[src/rtl/dtx_pkg.sv]
package dtx_pkg;
    localparam int NIB_W = 4;
    localparam int DIB_W = 2;
    localparam int PARTS = NIB_W / DIB_W;

    typedef enum logic [1:0] {
        ST_IDLE = 2'd0,
        ST_LOW  = 2'd1,
        ST_HIGH = 2'd2
    } tx_state_t;
endpackage

[src/rtl/dtx_rate_gen.sv]
module dtx_rate_gen #(
    parameter int SLOW_DIV = 10
) (
    input  logic clk,
    input  logic rst_n,
    input  logic slow_mode,
    output logic tick
);
    localparam int CW = (SLOW_DIV > 1) ? $clog2(SLOW_DIV) : 1;
    localparam logic [CW-1:0] LAST = CW'(SLOW_DIV - 1);

    logic [CW-1:0] cnt;

    always_ff @(posedge clk) begin
        if (!rst_n || !slow_mode) begin
            cnt <= '0;
        end else if (cnt == LAST) begin
            cnt <= '0;
        end else begin
            cnt <= cnt + 1'b1;
        end
    end

    always_comb begin
        tick = slow_mode ? (cnt == LAST) : 1'b1;
    end

    generate
        if (SLOW_DIV > 1) begin : g_spacing
            // in slow mode two enables never fall in adjacent cycles
            assert_tick_spacing_R4: assert property (@(posedge clk) disable iff (!rst_n)
                (slow_mode && $past(slow_mode) && tick) |=> !tick);
        end
    endgenerate
endmodule

[src/rtl/dtx_fsm.sv]
module dtx_fsm
    import dtx_pkg::*;
(
    input  logic      clk,
    input  logic      rst_n,
    input  logic      tick,
    input  logic      in_valid,
    output logic      in_ready,
    output logic      load,
    output tx_state_t state
);
    tx_state_t state_nx;

    always_ff @(posedge clk) begin
        if (!rst_n) begin
            state <= ST_IDLE;
        end else begin
            state <= state_nx;
        end
    end

    always_comb begin
        state_nx = state;
        in_ready = 1'b0;
        load     = 1'b0;
        unique case (state)
            ST_IDLE: begin
                in_ready = tick;
                if (tick && in_valid) begin
                    load     = 1'b1;
                    state_nx = ST_LOW;
                end
            end
            ST_LOW: begin
                if (tick) begin
                    state_nx = ST_HIGH;
                end
            end
            ST_HIGH: begin
                in_ready = tick;
                if (tick) begin
                    if (in_valid) begin
                        load     = 1'b1;
                        state_nx = ST_LOW;
                    end else begin
                        state_nx = ST_IDLE;
                    end
                end
            end
            default: state_nx = ST_IDLE;
        endcase
    end

    // no acceptance while the first dibit is out
    assert_low_not_ready_R6: assert property (@(posedge clk) disable iff (!rst_n)
        (state == ST_LOW) |-> !in_ready);
    // the first dibit is always followed by the second
    assert_low_to_high_R2: assert property (@(posedge clk) disable iff (!rst_n)
        (state == ST_LOW && tick) |=> (state == ST_HIGH));
    // an accepted nibble starts its first dibit on the next cycle
    assert_accept_starts_R8: assert property (@(posedge clk) disable iff (!rst_n)
        (in_valid && in_ready) |=> (state == ST_LOW));
endmodule

[src/rtl/dtx_dibit_path.sv]
module dtx_dibit_path
    import dtx_pkg::*;
(
    input  logic             clk,
    input  logic             rst_n,
    input  logic             load,
    input  logic [NIB_W-1:0] in_data,
    input  tx_state_t        state,
    output logic             out_en,
    output logic [DIB_W-1:0] out_dibit
);
    logic [NIB_W-1:0] nib_q;

    always_ff @(posedge clk) begin
        if (!rst_n) begin
            nib_q <= '0;
        end else if (load) begin
            nib_q <= in_data;
        end
    end

    always_comb begin
        out_en    = (state != ST_IDLE);
        out_dibit = '0;
        unique case (state)
            ST_LOW:  out_dibit = nib_q[DIB_W-1:0];
            ST_HIGH: out_dibit = nib_q[NIB_W-1:DIB_W];
            default: out_dibit = '0;
        endcase
    end
endmodule

[src/rtl/rmii_tx_adapter.sv]
module rmii_tx_adapter
    import dtx_pkg::*;
#(
    parameter int SLOW_DIV = 10
) (
    input  logic       clk,
    input  logic       rst_n,
    input  logic       slow_mode,
    input  logic       in_valid,
    input  logic [3:0] in_data,
    output logic       in_ready,
    output logic       out_en,
    output logic [1:0] out_dibit
);
    logic      tick;
    logic      load;
    tx_state_t state;

    dtx_rate_gen #(.SLOW_DIV(SLOW_DIV)) u_rate (
        .clk       (clk),
        .rst_n     (rst_n),
        .slow_mode (slow_mode),
        .tick      (tick)
    );

    dtx_fsm u_fsm (
        .clk      (clk),
        .rst_n    (rst_n),
        .tick     (tick),
        .in_valid (in_valid),
        .in_ready (in_ready),
        .load     (load),
        .state    (state)
    );

    dtx_dibit_path u_path (
        .clk       (clk),
        .rst_n     (rst_n),
        .load      (load),
        .in_data   (in_data),
        .state     (state),
        .out_en    (out_en),
        .out_dibit (out_dibit)
    );

    // quiet data lines while enable is low
    assert_idle_quiet_R5: assert property (@(posedge clk) disable iff (!rst_n)
        !out_en |-> (out_dibit == 2'b00));
    // without an enable tick the dibit does not move
    assert_dibit_hold_R4: assert property (@(posedge clk) disable iff (!rst_n)
        (out_en && !tick) |=> $stable(out_dibit));
endmodule

[config.mk]
export PLATFORM = sky130hd
export DESIGN_NAME = rmii_tx_adapter
export DESIGN_NICKNAME = d
export VERILOG_FILES = /design/src/rtl/dtx_pkg.sv /design/src/rtl/dtx_rate_gen.sv /design/src/rtl/dtx_fsm.sv /design/src/rtl/dtx_dibit_path.sv /design/src/rtl/rmii_tx_adapter.sv
export SDC_FILE = /design/constraint.sdc
export NUM_CORES = 1
export LEC_CHECK = 0
export BUFFER_PORTS_ARGS = -buffer_cell sky130_fd_sc_hd__buf_2
export CORE_AREA = 3 3 40 42
export CTS_BUF_LIST = sky130_fd_sc_hd__clkbuf_8
export DETAILED_ROUTE_END_ITERATION = 10
export DIE_AREA = 0 0 43 45
export PLACE_DENSITY = 0.65
export SLEW_MARGIN = 20
export SYNTH_ARGS = -nofsm -noshare
export SYNTH_HDL_FRONTEND = slang
export SYNTH_SLANG_ARGS = --single-unit
[constraint.sdc]
create_clock -name clk -period 1.57 [get_ports clk]
set_input_delay 0.314 -clock clk [delete_from_list [all_inputs] [get_ports clk]]
set_output_delay 0.314 -clock clk [all_outputs]
set_load 0.005 [all_outputs]
==> results.cfg, run 1 <==
[floorplanning]
die_w_um = 43
num_rows = 13
ios = 12
die-area_mm2 = 0.00194
start_util = 0.446
die_y_um = 45
core_area_mm2 = 0.00128

[job]
drv_cap = 0

[yosys]
yosysTopAreaCell = dfxtp_1
ys_warn_count = 0
synth_area_leaders = dfxtp_1 35%, ha_1 15%, mux2i_1 10%
syn-num-nets = 78
ys_seq_elements = 10
seq_area_frac_synth = 0.349
synth_top_area_share = 0.349
synth.distinct_cells = 21
synth_cells = 63
netlist_area_um2 = 573
synth_area_per_cell_um2 = 9.10

[clocking]
htreeDepth = 1
cts_made_buffers = 3
path_clk_slew_ns = 0.05
clk_latency_ns = 0.24
cts_hold_buffers = 0
cts_buffer_depth = 2
cts_root_buffer = clkbuf_8
tritoncts = built
cts_sinks = 10

[routing]
vias = 460
drt-pass1-iter-count = 4
routed_wl_um = 1100
drc = 0
ant_nets = 0
drt-initial-drc-count = 4
wire_per_inst_um = 11.9
via_per_inst = 5.00

[setup_path]
r2r_end = u_fsm.state[0]
critical_path_arrival_ns = 1.20
path_class = reg -> out
reg2reg_depth = 5
cp_max_fo = 6
worst_setup_path_start_kind = register
required_ns = 1.26
reg2reg_from = u_fsm.state[0]
end_kind = primary output
ff2ff_setup_slack_ns = 0.22
slowest_delay_ns = 0.36
slowest_stage = dfxtp_4
crit_path_end = out_dibit[1]
cp_cell_sequence = inv_2 > ha_4 > a22oi_2 > nor2b_1 > buf_2
crit_start = u_fsm.state[0]

[global_routing]
grt_max_degree = 14
grt_antenna_before_repair = 0
grt_pass1_wl_um = 1920
grt_pass1_vias = 448
grt_util_all_layers = 0.139
gr-total-overflow = 0

[hold_path]
hp-class = in -> reg
holdPathStages = 3

[cells_and_area]
antenna_cells = 0
final_nets = 94
fill_cells = 121
area_growth_pct = 29.9
layout-drive-gt1-share = 0.390
final_core_util = 0.579

[pwr]
peakVddDrop_mv = 0.589
power_density_mw_per_mm2 = 1300
total_leakage_power_nw = 0.345
report.power.total_mw = 0.967

[timing]
whs_ns = 0.317
rsz0062_at_grt = true
layout_min_cycle_time_ns = 1.52
timing.final.hold_violations = 0
slew_violations = 0
fin_skew_ns = 0.000760
tightest_slew_ns = 0.292
fin_crit_sh = 0.966
report.final.setup_viol = 0
layout_setup_ws_ns = 0.0541
max_freq_mhz = 660
slew_headroom = 0.805

[place]
place_ws_ns = 0.109
post-dp-hpwl_um = 781
port_buffers = 11
place_congestion = 0.692

[status]
status = finished, final reports clean
==> kinds of logic (layout without fill, tap and decap cells) <==
kind of cell	after synthesis	in the layout	share of synthesized area
AO/OA/AOI/OAI	8	8	0.107
XOR/XNOR	2	2	0.0306
adder cells (fa/ha/maj)	7	7	0.153
buffers and inverters	5	19	0.0327
flip-flops	10	10	0.349
multiplexers	6	6	0.105
AND/OR/NAND/NOR	25	25	0.223
==> layout make-up <==
class                      count  area, µm²  area share
sequential                    10        209       0.281
inverter                       4       15.0      0.0202
timing repair buffer          12       62.6      0.0840
multi-input combinational     48        398       0.534
clock buffer                   3       41.3      0.0555
tap                           15       18.8      0.0252
==> placed cells by master (no fill, tap or decap), types with 2 or more instances in the layout <==
master	instances
a22oi_2	2
inv_2	2
inv_1	2
ha_2	2
a21oi_2	2
ha_1	3
dfxtp_1	7
nor2_1	5
clkbuf_8	3
buf_2	11
ha_4	2
dfxtp_4	2
mux2i_1	6
nand3_1	2
nand2_1	12
nor2b_1	2
==> critical path: cells and delay by family, from the launching register on <==
family	cells	cell delay (ns)
adders and majority gates	1	0.18
buffers and inverters	2	0.18
and+or+nand+nor	1	0.06
DFF	1	0.36
AOI/OAI and AO/OA	1	0.17
==> sequential cells by signal (all words and copies together), names as in the netlist <==
| register | count |
|---|---|
| u_fsm.state | 2 |
| u_path.nib_q | 4 |
| u_rate.cnt | 4 |
==> what timing repair did <==
action | CTS | global route
gates resized for setup | 5 | 11
setup endpoints to repair | 3 | 4
pin swaps | 0 | 0
setup buffers | 0 | 1
==> worst min path at each step <==
stage | from | end | slack (ns)
after floorplan | u_rate.cnt[0] | u_rate.cnt[0] | 0.43
after global placement | u_path.nib_q[3] | u_path.nib_q[3] | 0.45
after detailed placement | u_path.nib_q[3] | u_path.nib_q[3] | 0.46
after CTS | in_data[1] | u_path.nib_q[1] | 0.32
after global routing | in_data[2] | u_path.nib_q[2] | 0.33
final | in_data[1] | u_path.nib_q[1] | 0.32
==> metrics by stage <==
step                      cell area [µm²]  setup TNS [ns]  std cells
after global placement                643               0         88
after CTS                             694        -0.00365         91
after floorplan                       573               0         63
after detailed placement              643               0         88
after global routing                  744         -0.0194         92
final                                 744               0         92
==> synthesized netlist by cell type, drive strengths merged <==
cell	n
a31oi	1
or2b	1
inv	4
nor2	5
or3b	1
ha	7
mux2i	6
a22oi	2
dfxtp	10
nand2	12
clkbuf	1
nor2b	2
xnor2	1
nand3b	1
o21ai	1
nand3	2
nor3	1
a21bo	1
a21oi	3
xor2	1
==> per-layer routing <==
layer / global-route usage / vias up / part of all wire
met4: 0.0904 / 0 / 0.038
met2: 0.231 / 10 / 0.47
met1: 0.148 / 206 / 0.42
li1: - / 237 / -
met3: 0.0558 / 7 / 0.063
met5: 0 / - / 0
==> power breakdown <==
group          switching [mW]  internal [mW]  leakage (nW)
clock network           0.109          0.169        0.0216
registers              0.0355          0.296        0.0833
logic                   0.175          0.183         0.240
No activity file was read; power rests on OpenSTA's default activity.
==> run 2: changes to the inputs <==
PLACE_DENSITY = 0.68   (was 0.65)
clock period = 1.3 ns   (was 1.57 ns; I/O delays follow)
==> run 2 against run 1 <==
The run now ends with negative setup slack left. Power increased by 44%. Hold slack got worse by 0.050 ns. Sequential share of layout area decreased by 4.0 points. Final cell count increased by 9.8%. Global-route usage increased by 0.60 points. Critical endpoint unchanged.
==> results.cfg, run 2 (synthesis results as in run 1) <==
[status]
status = finished, violations left
violations = negative setup slack

[floorplanning]
start_util = 0.446
die_y_um = 45
core_area_mm2 = 0.00128
die-area_mm2 = 0.00194
die_w_um = 43
ios = 12
num_rows = 13

[routing]
drc = 0
routed_wl_um = 1240
vias = 480
drt-pass1-iter-count = 4
ant_nets = 0
drt-initial-drc-count = 6
wire_per_inst_um = 12.3
via_per_inst = 4.75

[cells_and_area]
fill_cells = 104
area_growth_pct = 49.6
most-common-layout-cells = 12 x nand2_1, 11 x buf_2, 7 x buf_4, 7 x dfxtp_1, 6 x mux2i_1
layout-drive-gt1-share = 0.477
mostFrequentLayoutCell = nand2_1
reg.largest.list = u_path.nib_q: 4 flops, u_rate.cnt: 4 flops, u_fsm.state: 2 flops
final_nets = 102
antenna_cells = 0

[setup_path]
cp_max_fo = 6
r2r_end = u_fsm.state[1]
reg2reg_from = u_fsm.state[0]
path_class = reg -> out
worst_setup_path_start_kind = register
critical_path_arrival_ns = 1.21
ff2ff_setup_slack_ns = -0.01
reg2reg_depth = 5
required_ns = 1.04
end_kind = primary output

[place]
port_buffers = 11
post-dp-hpwl_um = 847
place_congestion = 0.787
place_ws_ns = -0.0955

[pwr]
peakVddDrop_mv = 0.902
p_int_mw = 0.961
power_density_mw_per_mm2 = 1620
power_frac_seq = 0.281
pwr-share-clk = 0.281
p_comb_frac = 0.438
total_leakage_power_nw = 0.400
power.switching_mw = 0.426
netSwitchingFraction = 0.307

[timing]
finalSetupTns_ns = -0.452
whs_ns = 0.267
layout_min_cycle_time_ns = 1.47
layout_setup_ws_ns = -0.165
rsz0062_at_grt = true
slew_violations = 0
report.final.setup_viol = 6
max_freq_mhz = 683
timing.final.hold_violations = 0
fin_skew_ns = 0.000532
tightest_slew_ns = 0.392
fin_crit_sh = 1.13
slew_headroom = 0.737

[clocking]
cts_made_buffers = 3
cts_buffer_depth = 2
clk_latency_ns = 0.23
cts_root_buffer = clkbuf_8
tritoncts = built
path_clk_slew_ns = 0.05
cts_sinks = 10
htreeDepth = 1

[hold_path]
hp-class = in -> reg
holdPathStages = 3
hold_path_end = u_path.nib_q[0]
hp-start = in_data[0]

[global_routing]
grt_util_all_layers = 0.145
grt_antenna_before_repair = 0
grt_pass1_vias = 446
grt_max_degree = 14
grt_pass1_wl_um = 2020
gr-total-overflow = 0

[job]
drv_cap = 0
==> run 2: cell types whose count changed in the layout (fill, tap and decap cells not counted), sizes merged <==
cell / change
buf: +8
clkbuf: +1
==> run 2: area by class of cell <==
cell class	instances	area, µm²	area share
clock buffer	4	55.1	0.0642
inverter	4	17.5	0.0204
multi-input combinational	48	429	0.501
sequential	10	206	0.241
tap	15	18.8	0.0219
timing repair buffer	20	130	0.152
==> run 2: stage by stage <==
| step | util | instances | power (mW) | area [µm²] |
|---|---|---|---|---|
| 2_1_floorplan | - | 63 | 0.631 | 573 |
| 3_3_place_gp | 0.541 | 95 | 0.793 | 696 |
| 3_5_place_dp | 0.541 | 95 | 0.799 | 696 |
| 4_1_cts | 0.633 | 99 | 1.31 | 813 |
| 5_1_grt | 0.667 | 101 | 1.48 | 857 |
| 6_report | 0.667 | 101 | 1.39 | 857 |
==> run 2: worst max-delay path, cell delays in order (launching register included) <==
cell,delay [ns]
dfxtp_2,0.34
inv_2,0.07
ha_4,0.18
a22oi_2,0.20
nor2b_4,0.06
buf_2,0.12
==> run 2: metal layers <==
layer	part of all wire	wire length (µm)	GRT usage
met1	0.46	567	0.182
met2	0.49	613	0.225
met3	0.035	43	0.0478
met4	0.013	16	0.0723
met5	0	0	0
==> run 2: power groups by stage <==
stage	registers [mW]	clock network, mW	logic, mW
CTS	0.387	0.404	0.517
detailed placement	0.373	0	0.426
floorplan	0.378	0	0.253
global route	0.395	0.416	0.665
finish	0.390	0.389	0.607
global placement	0.371	0	0.423
==> run 2: worst max path at each step <==
stage,from,endpoint,slack [ns]
after floorplan,u_fsm.state[0],u_fsm.state[0],0.01
after global placement,u_fsm.state[1],u_fsm.state[1],-0.03
after detailed placement,u_fsm.state[1],u_fsm.state[0],-0.1
after CTS,u_fsm.state[0],out_dibit[1],-0.18
after global routing,u_fsm.state[0],out_dibit[1],-0.20
final,u_fsm.state[0],out_dibit[1],-0.17
==> run 2: timing repair <==
action                                  4_1_cts  5_1_grt
pin swaps                                     1        3
endpoints found under the setup margin       10       10
buffers inserted                              0        2
endpoints found under the hold margin         0        0
resized for setup                            16        7
hold buffers                                  0        0
